$ cat src/rtl/lst_pkg.sv
package lst_pkg;
  localparam int FRAME_W   = 12;
  localparam int BIT_IDX_W = $clog2(FRAME_W);

  typedef enum logic [1:0] {
    SRC_PAT = 2'd0,
    SRC_CNT = 2'd1,
    SRC_CON = 2'd2
  } src_e;

  typedef struct packed {
    logic                 start;
    logic                 active;
    logic                 frameEnd;
    src_e                 src;
    logic [BIT_IDX_W-1:0] bitSel;
  } seq_strobe_t;

  function automatic src_e srcOf(input logic [2:0] order, input logic [1:0] stage);
    src_e s0, s1, s2;
    case (order)
      3'd1:    begin s0 = SRC_PAT; s1 = SRC_CON; s2 = SRC_CNT; end
      3'd2:    begin s0 = SRC_CNT; s1 = SRC_PAT; s2 = SRC_CON; end
      3'd3:    begin s0 = SRC_CNT; s1 = SRC_CON; s2 = SRC_PAT; end
      3'd4:    begin s0 = SRC_CON; s1 = SRC_PAT; s2 = SRC_CNT; end
      3'd5:    begin s0 = SRC_CON; s1 = SRC_CNT; s2 = SRC_PAT; end
      default: begin s0 = SRC_PAT; s1 = SRC_CNT; s2 = SRC_CON; end
    endcase
    case (stage)
      2'd0:    return s0;
      2'd1:    return s1;
      default: return s2;
    endcase
  endfunction
endpackage

$ cat src/rtl/lst_ctrl.sv
module lst_ctrl
  import lst_pkg::*;
#(
  parameter int LEN_W = 8
) (
  input  logic             clk,
  input  logic             rstN,
  input  logic             testEn,
  input  logic [2:0]       cfgOrder,
  input  logic [LEN_W-1:0] cfgLen,
  output seq_strobe_t      strb
);
  logic                 running;
  logic [1:0]           stage;
  logic [BIT_IDX_W-1:0] bitIdx;
  logic [LEN_W-1:0]     frameIdx;
  logic [LEN_W-1:0]     lenEff;
  logic                 lastBit, lastFrame, start, active;

  assign lenEff    = (cfgLen == '0) ? LEN_W'(1) : cfgLen;
  assign lastBit   = (bitIdx == BIT_IDX_W'(FRAME_W - 1));
  assign lastFrame = (frameIdx == lenEff - LEN_W'(1));
  assign start     = testEn && !running;
  assign active    = testEn && running;

  always_ff @(posedge clk or negedge rstN) begin
    if (!rstN) begin
      running  <= 1'b0;
      stage    <= 2'd0;
      bitIdx   <= '0;
      frameIdx <= '0;
    end else if (start) begin
      running  <= 1'b1;
      stage    <= 2'd0;
      bitIdx   <= '0;
      frameIdx <= '0;
    end else if (!testEn) begin
      running <= 1'b0;
    end else if (running) begin
      if (lastBit) begin
        bitIdx <= '0;
        if (lastFrame) begin
          frameIdx <= '0;
          stage    <= (stage == 2'd2) ? 2'd0 : stage + 2'd1;
        end else begin
          frameIdx <= frameIdx + LEN_W'(1);
        end
      end else begin
        bitIdx <= bitIdx + BIT_IDX_W'(1);
      end
    end
  end

  always_comb begin
    strb.start    = start;
    strb.active   = active;
    strb.frameEnd = active && lastBit;
    strb.src      = srcOf(cfgOrder, stage);
    strb.bitSel   = bitIdx;
  end


  bit_idx_chk: assert property (@(posedge clk) disable iff (!rstN)
    active |-> (bitIdx < BIT_IDX_W'(FRAME_W)));


  stage_hold_chk: assert property (@(posedge clk) disable iff (!rstN)
    (active && !lastBit) |=> $stable(stage));


  stage_step_chk: assert property (@(posedge clk) disable iff (!rstN)
    (active && lastBit && lastFrame) |=> (stage != $past(stage)));
endmodule

$ cat src/rtl/lst_dpath.sv
module lst_dpath
  import lst_pkg::*;
#(
  parameter int LANES  = 14,
  parameter int DATA_W = 24,
  parameter int LEN_W  = 8
) (
  input  logic              clk,
  input  logic              rstN,
  input  logic              cfgWe,
  input  logic [2:0]        cfgAddr,
  input  logic [DATA_W-1:0] cfgData,
  input  seq_strobe_t       strb,
  input  logic [LANES-1:0]  rxLane,
  output logic [LANES-1:0]  txLane,
  output logic [LANES-1:0]  laneErr,
  output logic [2:0]        cfgOrder,
  output logic [LEN_W-1:0]  cfgLen
);
  localparam int PAT_W = 2 * FRAME_W;

  logic [PAT_W-1:0]   patReg;
  logic [LANES-1:0]   txMask, rxMask;
  logic [FRAME_W-1:0] modN, constVal, cntVal, cntNext, frameWord;
  logic               patHalf, expBit;
  logic [LANES-1:0]   expLanes, missLanes;

  always_ff @(posedge clk or negedge rstN) begin
    if (!rstN) begin
      cfgOrder <= 3'd0;
      patReg   <= PAT_W'(24'h02CCFD);
      txMask   <= '1;
      rxMask   <= '1;
      modN     <= FRAME_W'(16);
      constVal <= '0;
      cfgLen   <= LEN_W'(1);
    end else if (cfgWe) begin
      case (cfgAddr)
        3'd0: cfgOrder <= cfgData[2:0];
        3'd1: patReg   <= cfgData[PAT_W-1:0];
        3'd2: txMask   <= cfgData[LANES-1:0];
        3'd3: rxMask   <= cfgData[LANES-1:0];
        3'd4: modN     <= cfgData[FRAME_W-1:0];
        3'd5: constVal <= cfgData[FRAME_W-1:0];
        3'd6: cfgLen   <= cfgData[LEN_W-1:0];
        default: ;
      endcase
    end
  end

  assign cntNext = ((cntVal + FRAME_W'(1)) >= modN) ? '0 : cntVal + FRAME_W'(1);

  always_ff @(posedge clk or negedge rstN) begin
    if (!rstN) begin
      cntVal  <= '0;
      patHalf <= 1'b0;
    end else if (strb.start) begin
      cntVal  <= '0;
      patHalf <= 1'b0;
    end else if (strb.frameEnd) begin
      if (strb.src == SRC_CNT) cntVal <= cntNext;
      if (strb.src == SRC_PAT) patHalf <= !patHalf;
    end
  end

  always_comb begin
    case (strb.src)
      SRC_PAT: frameWord = patHalf ? patReg[PAT_W-1:FRAME_W] : patReg[FRAME_W-1:0];
      SRC_CNT: frameWord = cntVal;
      default: frameWord = constVal;
    endcase
  end

  assign expBit    = frameWord[strb.bitSel];
  assign expLanes  = {LANES{expBit}};
  assign txLane    = strb.active ? (expLanes & txMask) : '0;
  assign missLanes = (rxLane ^ expLanes) & rxMask;

  always_ff @(posedge clk or negedge rstN) begin
    if (!rstN)             laneErr <= '0;
    else if (strb.start)   laneErr <= '0;
    else if (strb.active)  laneErr <= laneErr | missLanes;
  end


  idle_tx_chk: assert property (@(posedge clk) disable iff (!rstN)
    !strb.active |-> (txLane == '0));


  tx_gate_chk: assert property (@(posedge clk) disable iff (!rstN)
    ((txLane & ~txMask) == '0));


  cnt_step_chk: assert property (@(posedge clk) disable iff (!rstN)
    $past(strb.frameEnd && strb.src == SRC_CNT) |->
      (cntVal == '0 || cntVal == $past(cntVal) + FRAME_W'(1)));


  err_sticky_chk: assert property (@(posedge clk) disable iff (!rstN)
    !strb.start |=> ((laneErr & $past(laneErr)) == $past(laneErr)));


  rx_gate_chk: assert property (@(posedge clk) disable iff (!rstN)
    1'b1 |=> ((laneErr & ~$past(laneErr) & ~$past(rxMask)) == '0));
endmodule

$ cat src/rtl/link_selftest_seq.sv
module link_selftest_seq
  import lst_pkg::*;
#(
  parameter int LANES  = 14,
  parameter int DATA_W = 24,
  parameter int LEN_W  = 8
) (
  input  logic              clk,
  input  logic              rstN,
  input  logic              cfgWe,
  input  logic [2:0]        cfgAddr,
  input  logic [DATA_W-1:0] cfgData,
  input  logic              testEn,
  input  logic [LANES-1:0]  rxLane,
  output logic [LANES-1:0]  txLane,
  output logic [LANES-1:0]  laneErr
);
  seq_strobe_t      strb;
  logic [2:0]       cfgOrder;
  logic [LEN_W-1:0] cfgLen;

  lst_ctrl #(.LEN_W(LEN_W)) ctrl_i (
    .clk(clk), .rstN(rstN), .testEn(testEn),
    .cfgOrder(cfgOrder), .cfgLen(cfgLen), .strb(strb)
  );

  lst_dpath #(.LANES(LANES), .DATA_W(DATA_W), .LEN_W(LEN_W)) dpath_i (
    .clk(clk), .rstN(rstN), .cfgWe(cfgWe), .cfgAddr(cfgAddr), .cfgData(cfgData),
    .strb(strb), .rxLane(rxLane), .txLane(txLane), .laneErr(laneErr),
    .cfgOrder(cfgOrder), .cfgLen(cfgLen)
  );
endmodule

$ cat config.mk
export PLATFORM = sky130hd
export DESIGN_NAME = link_selftest_seq
export DESIGN_NICKNAME = d
export VERILOG_FILES = /design/src/rtl/lst_pkg.sv /design/src/rtl/lst_ctrl.sv /design/src/rtl/lst_dpath.sv /design/src/rtl/link_selftest_seq.sv
export SDC_FILE = /design/constraint.sdc
export NUM_CORES = 1
export LEC_CHECK = 0
export ABC_AREA = 1
export BUFFER_PORTS_ARGS = -buffer_cell sky130_fd_sc_hd__buf_2
export CORE_MARGIN = 4
export CORE_UTILIZATION = 35
export DETAILED_ROUTE_END_ITERATION = 8
export PLACE_DENSITY = 0.58
export SLEW_MARGIN = 40
export SYNTH_ARGS = -nofsm -noshare
export SYNTH_HDL_FRONTEND = slang
export SYNTH_HIERARCHICAL = 1
export SYNTH_SLANG_ARGS = --single-unit
$ cat constraint.sdc
create_clock -name clk -period 3.2 [get_ports clk]
set_clock_uncertainty 0.15 [all_clocks]
set_input_delay 0.8 -clock clk [delete_from_list [all_inputs] [get_ports clk]]
set_output_delay 0.8 -clock clk [all_outputs]
set_load 0.01 [all_outputs]
Yosys cells after proc, flatten, opt, wreduce, memory -nomap -nowiden

Cells that the tools add are included.

Bits of input ports: 45
Logic and storage cells: 113
Register bits after elaboration: 129

Reductions and logical operators: 35
$add $sub $neg: 5
Bitwise gates (word level): 4
Equality and inequality tests: 17
Muxes and demuxes: 36
Magnitude comparators: 2

Operators by type and width:

| operator              | number |
|---|---|
| $mux 12               | 5 |
| $mux 8                | 6 |
| $mux 14               | 3 |
| $and 14x14->14        | 2 |
| $pmux 12 s2           | 1 |
| $reduce_and 2->1      | 10 |
| $mux 4                | 4 |
| $pmux 2 s2            | 4 |
| $reduce_bool 2->1     | 8 |
| $eq 3x3->1 const B    | 5 |
| $or 14x14->14         | 1 |
| $xor 14x14->14        | 1 |
| $add 12x1->12 const B | 1 |
| $eq 3x2->1 const B    | 4 |
| $ge 12x12->1          | 1 |
| $mux 2                | 6 |
| $reduce_or 2->1       | 6 |
| $add 8x1->8 const B   | 1 |
| $eq 8x8->1            | 1 |
| $logic_not 8->1       | 1 |
| $sub 8x1->8 const B   | 1 |
| $eq 3x1->1 const B    | 2 |
| $mux 1                | 6 |
| $lt 4x5->1 const B    | 1 |
| other kinds (13)      | 18 |

Depth between registers and ports, before layout

Gate-level depths: netlist of the first run.

Depth after elaboration: 13
Mapped depth: 19

By module

The synthesis of the first run kept the hierarchy.

By module, submodules not included:

| module    | times used | seq. area each (µm²) | area each (µm²) | cells each |
|---|---|---|---|---|
| lst_dpath | 1          | 2905.3               | 5749.3          | 701 |
| lst_ctrl  | 1          | 375.4                | 1196.1          | 175 |

Least setup slack after synthesis of the first run

OpenSTA, ideal clock, no wires.

Path kind: reg-to-output
From: register dpath_i.cfgOrder[2]
To: output txLane[10]
Buffers on the path: 3
Cell stages (with the launch flop): 15
Setup slack: 108 ps
Arrival: 2142 ps
Cells stage by stage: dfrtp_1 -> inv_1 -> nor2_1 -> o311ai_0 -> buf_6 -> nor2_4 -> buf_6 -> nand3_1 -> nand3_1 -> nand3_1 -> nand3_2 -> nand3_4 -> nand3_1 -> buf_4 -> nor2_1

RTL lines:

| item                   | line                    | RTL |
|---|---|---|
| from (decl)            | lst_dpath.sv:17         | `output logic [2:0] cfgOrder,` |
| from (signal assigned) | lst_dpath.sv:39         | `3'd0: cfgOrder <= cfgData[2:0];` |
| to (decl)              | link_selftest_seq.sv:15 | `output logic [LANES-1:0] txLane,` |

==> impl_metrics.env, run 1 <==
export IMPL_swShare_pct=32.0
export IMPL_first_global_vias=5896
export IMPL_insertedDiodeCount=0
export IMPL_antenna_violating_nets_post_route=0
export IMPL_mapped_area_um2=6950
export IMPL_failed_checks="setup timing"
export IMPL_powerDensity_nw_per_um2=635
export IMPL_synth_yosys_seq_area_share_pct=47.2
export IMPL_die_width_um=149
export IMPL_grt_max_degree=75
export IMPL_path_max_fanout=7
export IMPL_hold_class="in2async"
export IMPL_maxSlewViolCount=0
export IMPL_detailedRoute_firstIterationViolations=301
export IMPL_clk_latency_ps=410
export IMPL_critical_path_required_ps=2250
export IMPL_cts_buffers_inserted=17
export IMPL_yosysWarningCount=6
export IMPL_cpMostUsedCell="nand3_1"
export IMPL_ys_seq_elements=129
export IMPL_syn_mean_instance_area_um2=7.93
export IMPL_setup_worst_path_class="reg2out"
export IMPL_floorplan_rows=51
export IMPL_share_of_post_route_cells_with_drive_strength_above_1_pct=25.1
export IMPL_placeableCoreArea_um2=19500
export IMPL_gpl_final_weighted_congestion=0.878
export IMPL_layout_min_cycle_time_ps=3570
export IMPL_yosys_top_cells_area="dfrtp_1 (31%), dfstp_2 (16%), nand2_1 (11%)"
export IMPL_crit_buf_inv=5
export IMPL_max_cap_viol_count=0
export IMPL_reg2reg_slack_ps=250
export IMPL_static_leakage_nw=4.29
export IMPL_holdWs_ps=199
export IMPL_rsz0062_at_grt="yes"
export IMPL_crit_path_cell_trace="inv_2 -> nor2_1 -> o211ai_1 -> nand3_2 -> buf_6 -> nor2_4 -> buf_6 -> nand3_1 -> nand3_1 -> nand3_1 -> nand3_2 -> nand2_4 -> nand3_4 -> buf_12 -> nor2_1 -> buf_2"
export IMPL_netSwitchingPower_mw=1.72
export IMPL_synth_distinct_cells=34
export IMPL_outcome="complete, but fails checks"
export IMPL_hold_viol_final=0
export IMPL_cp_data_arrival_time_ps=2620
export IMPL_start_util_pct=35.7
export IMPL_io_pins=73
export IMPL_num_nets_final=1026
export IMPL_clock_slew_at_the_register_clock_pins_of_the_worst_setup_and_hold_paths_ps=50
export IMPL_drc_errors=0
export IMPL_depth_of_the_cts_h_tree=4
export IMPL_max_clock_freq_mhz=280
export IMPL_reg2reg_depth=14
export IMPL_postSynthCellCount=876
export IMPL_slowest_stage="dfrtp_1"
export IMPL_slew_headroom_pct=52.6
export IMPL_layout_area_overhead_vs_synth_pct=22.2
export IMPL_detail_route_first_pass_iterations=5
export IMPL_finalCritPeriodShare_pct=112
export IMPL_start_kind="flop"
export IMPL_netlist_top_cell_by_area="dfrtp_1"
export IMPL_cts_root_to_sink_buffers=2
export IMPL_cell_int_power_mw=3.67
export IMPL_post_synth_top_area_fraction_pct=31.3
export IMPL_proportion_of_power_drawn_by_the_clock_network_pct=33.6
export IMPL_timing_final_setup_violations=14
export IMPL_routed_via_count=5892
export IMPL_detail_route_wl_per_cell_um=15.1
export IMPL_slowest_delay_ps=400
export IMPL_total_power_mw=5.39
export IMPL_port_buffer_count=72
export IMPL_r2r_end="dpath_i/cntVal[10]"
export IMPL_critical_path_endpoint_type="output pin"
export IMPL_clock_tree_root_cell="clkbuf_16"
export IMPL_net_count_after_synthesis=937
export IMPL_number_of_antenna_violations_at_the_first_check_in_global_routing=0
export IMPL_critical_path_top_delay_family="simple AND/OR/NAND/NOR gates"
export IMPL_global_route_usage_total_pct=17.4
export IMPL_grt_first_pass_wirelength_um=30400
export IMPL_max_slew_worst_pin_slew_ps=709
export IMPL_seq_power_share_pct=40.0
export IMPL_clock_sink_count=129
export IMPL_avgViaCountPerCell=4.74
export IMPL_worst_slack_ps=-369
export IMPL_die_height_um=149
export IMPL_vdd_drop_max_mv=0.498
export IMPL_cts_tree="yes"
export IMPL_routed_wirelength_um=18700
export IMPL_detailedPlacementHpwl_um=13100
export IMPL_power_frac_comb_pct=26.4
export IMPL_worst_r2r_startpoint="dpath_i/cntVal[0]"
export IMPL_die_area_um2=22200
export IMPL_gr_total_overflow=0
power by group through the flow:
stage	Combinational, mW	Clock [mW]	Sequential (mW)
CTS	1.40	1.86	2.16
floorplan	0.897	0	2.14
global route	1.60	1.94	2.19
global placement	1.20	0	2.17
detailed placement	1.23	0	2.18
finish	1.42	1.81	2.16
routing by layer:
metal | global-route usage [%] | vias to the layer above | part of all wire (%)
met5 | 0 | - | 0
li1 | - | 2949 | -
met3 | 3.52 | 30 | 4.7
met2 | 27.8 | 132 | 47
met4 | 6.36 | 0 | 2.1
met1 | 23.5 | 2781 | 46
worst max-delay path by stage:
stage / cells after the start / endpoint / slack, ps / startpoint
after floorplan: 14 / txLane[10] / 110 / dpath_i/cfgOrder[2]
after global placement: 16 / txLane[0] / 140 / dpath_i/cfgOrder[2]
after detailed placement: 16 / txLane[0] / 30 / dpath_i/cfgOrder[2]
after CTS: 17 / txLane[6] / -310 / dpath_i/cfgOrder[2]
after global routing: 17 / txLane[1] / -510 / dpath_i/cfgOrder[2]
final: 16 / txLane[6] / -370 / dpath_i/cfgOrder[2]
cell families (layout without fill, tap and decap cells):
group,after synthesis,count (layout),synth area share (%)
AO/OA/AOI/OAI,140,140,10.6
XOR/XNOR,23,23,2.90
adder cells (fa/ha/maj),16,16,2.88
buffers and inverters,190,292,11.3
flip-flops,129,129,47.2
multiplexers,10,10,1.62
AND/OR/NAND/NOR,368,368,23.5
sequential cells by signal (all words and copies together) (netlist names), 2 cells and up:
signal	count
ctrl_i/stage	2
dpath_i/rxMask	14
dpath_i/cntVal	12
dpath_i/modN	12
ctrl_i/bitIdx	4
dpath_i/constVal	12
dpath_i/txMask	14
dpath_i/patReg	24
dpath_i/cfgLen	8
dpath_i/laneErr	14
ctrl_i/frameIdx	8
dpath_i/cfgOrder	3
layout make-up:
type / instances / area [um2]
Clock buffer: 27 / 493
Clock inverter: 5 / 52.6
Fill cell: 1959 / 11000
Inverter: 158 / 593
Multi-Input combinational cell: 557 / 3070
Sequential cell: 129 / 3280
Tap cell: 265 / 332
Timing Repair Buffer: 102 / 668
per-stage QoR:
step	instance area (um2)	instances	TNS, ps	util [%]	setup WS [ps]
global placement	7600	1197	0	39.1	142
detailed placement	7600	1197	0	39.1	33.7
finish	8490	1243	-5060	43.6	-369
CTS	8450	1241	-4250	43.4	-308
floorplan	6950	876	0	-	108
global route	8490	1243	-7000	43.6	-513
synth_stat cells, drive strengths merged:
cell    count
a21oi      36
a22o        1
buf        13
clkbuf     19
dfrtp      87
dfstp      42
ha         16
inv       158
mux2       10
nand2     213
nand3      83
nand3b      1
nand4       5
nor2       55
nor3        8
nor4        2
o211ai      2
o21ai      82
o22ai      18
o311ai      1
or2         1
xnor2       3
xor2       20
layout by cell type, fill, tap and decap left out, drive strengths merged, types with 3 or more instances in the layout:
| master | count |
|---|---|
| nand4 | 5 |
| mux2 | 10 |
| xor2 | 20 |
| dfrtp | 87 |
| clkinv | 3 |
| nand2 | 213 |
| o22ai | 18 |
| inv | 158 |
| ha | 16 |
| dfstp | 42 |
| nor3 | 8 |
| nor2 | 55 |
| nand3 | 83 |
| xnor2 | 3 |
| a21oi | 36 |
| buf | 102 |
| clkbuf | 27 |
| o21ai | 82 |
worst register-to-register path, stage by stage, from the launching register on:
cell and delay (ps):
dfrtp_1 390, inv_1 120, nor3_4 250, nand2_1 140, nor3_1 280, nand3_1 150, xor2_1 200, inv_2 50
ha_1 280, a21oi_1 150, o21ai_0 90, a21oi_1 140, nand3_1 100, buf_4 190, o22ai_1 160
what timing repair did:
item                                    4_1_cts  5_1_grt
pin swaps                                    20        7
endpoints found under the setup margin       14       14
hold buffers                                  0        0
cloned                                        1        0
gates resized for setup                      42        5
buffers inserted                             11        2
Power figures use the tool's default switching activity.
==> run 2: changes to the inputs <==
==> constraint.sdc (replaced) <==
create_clock -name clk -period 3.9 [get_ports clk]
set_clock_uncertainty 0.15 [all_clocks]
set_input_delay 0.975 -clock clk [delete_from_list [all_inputs] [get_ports clk]]
set_output_delay 0.975 -clock clk [all_outputs]
set_load 0.01 [all_outputs]
==> impl_metrics.env, run 2 (same netlist as run 1, synthesis figures left out) <==
export IMPL_path_max_fanout=7
export IMPL_global_route_usage_total_pct=16.9
export IMPL_final_core_util_pct=43.1
export IMPL_die_area_um2=22200
export IMPL_most_common_layout_cells="nand2_1 (204), inv_1 (146), dfrtp_1 (87)"
export IMPL_cts_tree="yes"
export IMPL_grt_first_pass_wirelength_um=29500
export IMPL_drc_errors=0
export IMPL_clk_latency_ps=410
export IMPL_critical_path_required_ps=2770
export IMPL_slew_headroom_pct=50.4
export IMPL_layout_area_overhead_vs_synth_pct=20.9
export IMPL_max_clock_freq_mhz=266
export IMPL_insertedDiodeCount=0
export IMPL_detail_route_wl_per_cell_um=14.9
export IMPL_worst_slack_ps=142
export IMPL_clock_sink_count=129
export IMPL_crit_path_cell_trace="inv_1 -> nor2_1 -> nor2_1 -> nand3_1 -> nand3_4 -> inv_4 -> nor2_4 -> buf_4 -> nand2_1 -> nand3_1 -> nand3_2 -> nand3_2 -> nand3_4 -> nand3_4 -> buf_6 -> nor2_1 -> buf_2"
export IMPL_slowest_delay_ps=410
export IMPL_detail_route_first_pass_iterations=5
export IMPL_port_buffer_count=72
export IMPL_crit_buf_inv=5
export IMPL_routed_wirelength_um=18500
export IMPL_max_cap_viol_count=0
export IMPL_area_sequential_um2=3280
export IMPL_grt_max_degree=53
export IMPL_final_instance_count_excl_fill=1238
export IMPL_max_slew_worst_pin_slew_ps=742
export IMPL_hold_viol_final=0
export IMPL_antenna_violating_nets_post_route=0
export IMPL_die_width_um=149
export IMPL_cts_root_to_sink_buffers=2
export IMPL_powerDensity_nw_per_um2=536
export IMPL_layout_min_cycle_time_ps=3760
export IMPL_fillerInstances=1966
export IMPL_maxSlewViolCount=0
export IMPL_placedCellCount=1191
export IMPL_preCtsSetupSlack_ps=95.6
export IMPL_routed_via_count=5916
export IMPL_layout_cells_most_common="nand2_1"
export IMPL_placeableCoreArea_um2=19500
export IMPL_cts_buffers_inserted=17
export IMPL_static_leakage_nw=4.24
export IMPL_setup_worst_path_class="reg2out"
export IMPL_io_pins=73
export IMPL_cts_hold_fix_buffers=0
export IMPL_hold_class="in2async"
export IMPL_number_of_antenna_violations_at_the_first_check_in_global_routing=0
export IMPL_clock_slew_at_the_register_clock_pins_of_the_worst_setup_and_hold_paths_ps=50
export IMPL_timing_final_setup_violations=0
export IMPL_start_util_pct=35.7
export IMPL_total_power_mw=4.50
export IMPL_footprint_of_the_multi_input_gates_um2=2990
export IMPL_critical_path_endpoint_type="output pin"
export IMPL_setup_tns_ps=0
export IMPL_critical_path_top_delay_family="simple AND/OR/NAND/NOR gates"
export IMPL_share_of_post_route_cells_with_drive_strength_above_1_pct=23.3
export IMPL_floorplan_rows=51
export IMPL_start_kind="flop"
export IMPL_largest_register="dpath_i/patReg"
export IMPL_first_global_vias=5640
export IMPL_clock_tree_root_cell="clkbuf_16"
export IMPL_outcome="completed"
export IMPL_slowest_stage="dfrtp_1"
export IMPL_largest_register_ff_count=24
export IMPL_vdd_drop_max_mv=0.317
export IMPL_detailedPlacementHpwl_um=13400
export IMPL_gr_total_overflow=0
export IMPL_finalCritPeriodShare_pct=96.4
export IMPL_avgViaCountPerCell=4.78
export IMPL_die_height_um=149
export IMPL_detailedRoute_firstIterationViolations=367
export IMPL_gpl_final_weighted_congestion=0.876
export IMPL_num_nets_final=1021
export IMPL_cp_data_arrival_time_ps=2630
export IMPL_depth_of_the_cts_h_tree=4
-- run 2: where the power goes --
group          total [mW]  switching (mW)  internal [mW]
sequential           1.77           0.160           1.61
clock                1.63           0.574           1.06
combinational        1.10           0.665          0.431
-- run 2: stage by stage --
step | instance area, um2 | hold WS, ps
finish | 8390 | 309
global route | 8390 | 310
CTS | 8280 | 302
detailed placement | 7560 | 325
global placement | 7550 | 317
floorplan | 6950 | 303
-- run 2: timing repair --
action,in CTS,in global routing
cloned,1,0
setup endpoints to repair,14,14
pin swaps,6,9
setup buffers,9,5
gates resized for setup,8,17
-- run 2: per-layer routing --
metal | global-route usage [%] | wire, um | part of all wire (%) | up-vias
met5 | 0 | 0 | 0 | -
met4 | 3.71 | 195 | 1.1 | 0
met3 | 4.04 | 783 | 4.2 | 17
met2 | 26.9 | 8710 | 47 | 127
met1 | 23.7 | 8770 | 47 | 2839
li1 | - | - | - | 2933
-- run 2: layout make-up --
cell class	instances	area share [%]
Tap cell	265	3.95
Sequential cell	129	39.1
Clock inverter	9	1.55
Multi-Input combinational cell	557	35.6
Timing Repair Buffer	97	6.99
Inverter	158	7.09
Clock buffer	23	5.69
-- run 2: worst paths after layout --
check | startpoint | endpoint | slack (ps) | depth (start not counted)
worst max-delay path | dpath_i/cfgOrder[1] | txLane[2] | 140 | 17
worst min-delay path | rstN | ctrl_i/frameIdx[4] | 310 | 1
min in group clk | dpath_i/constVal[10] | dpath_i/constVal[10] | 340 | 2
max in group asynchronous | rstN | dpath_i/txMask[8] | 2510 | 2
worst max register to register | dpath_i/cntVal[2] | dpath_i/cntVal[10] | 770 | 13
worst min register to register | dpath_i/constVal[10] | dpath_i/constVal[10] | 340 | 2
-- run 2: worst register-to-register path, cell delays in order (launching register included) --
cell	delay [ps]
dfrtp_1	420
inv_2	90
nor3_4	230
nand2_1	120
nor3_1	290
nand3_1	150
xor2_1	180
inv_2	60
ha_1	280
a21oi_1	140
o21ai_0	90
a21oi_1	120
nand3_1	420
o22ai_1	290
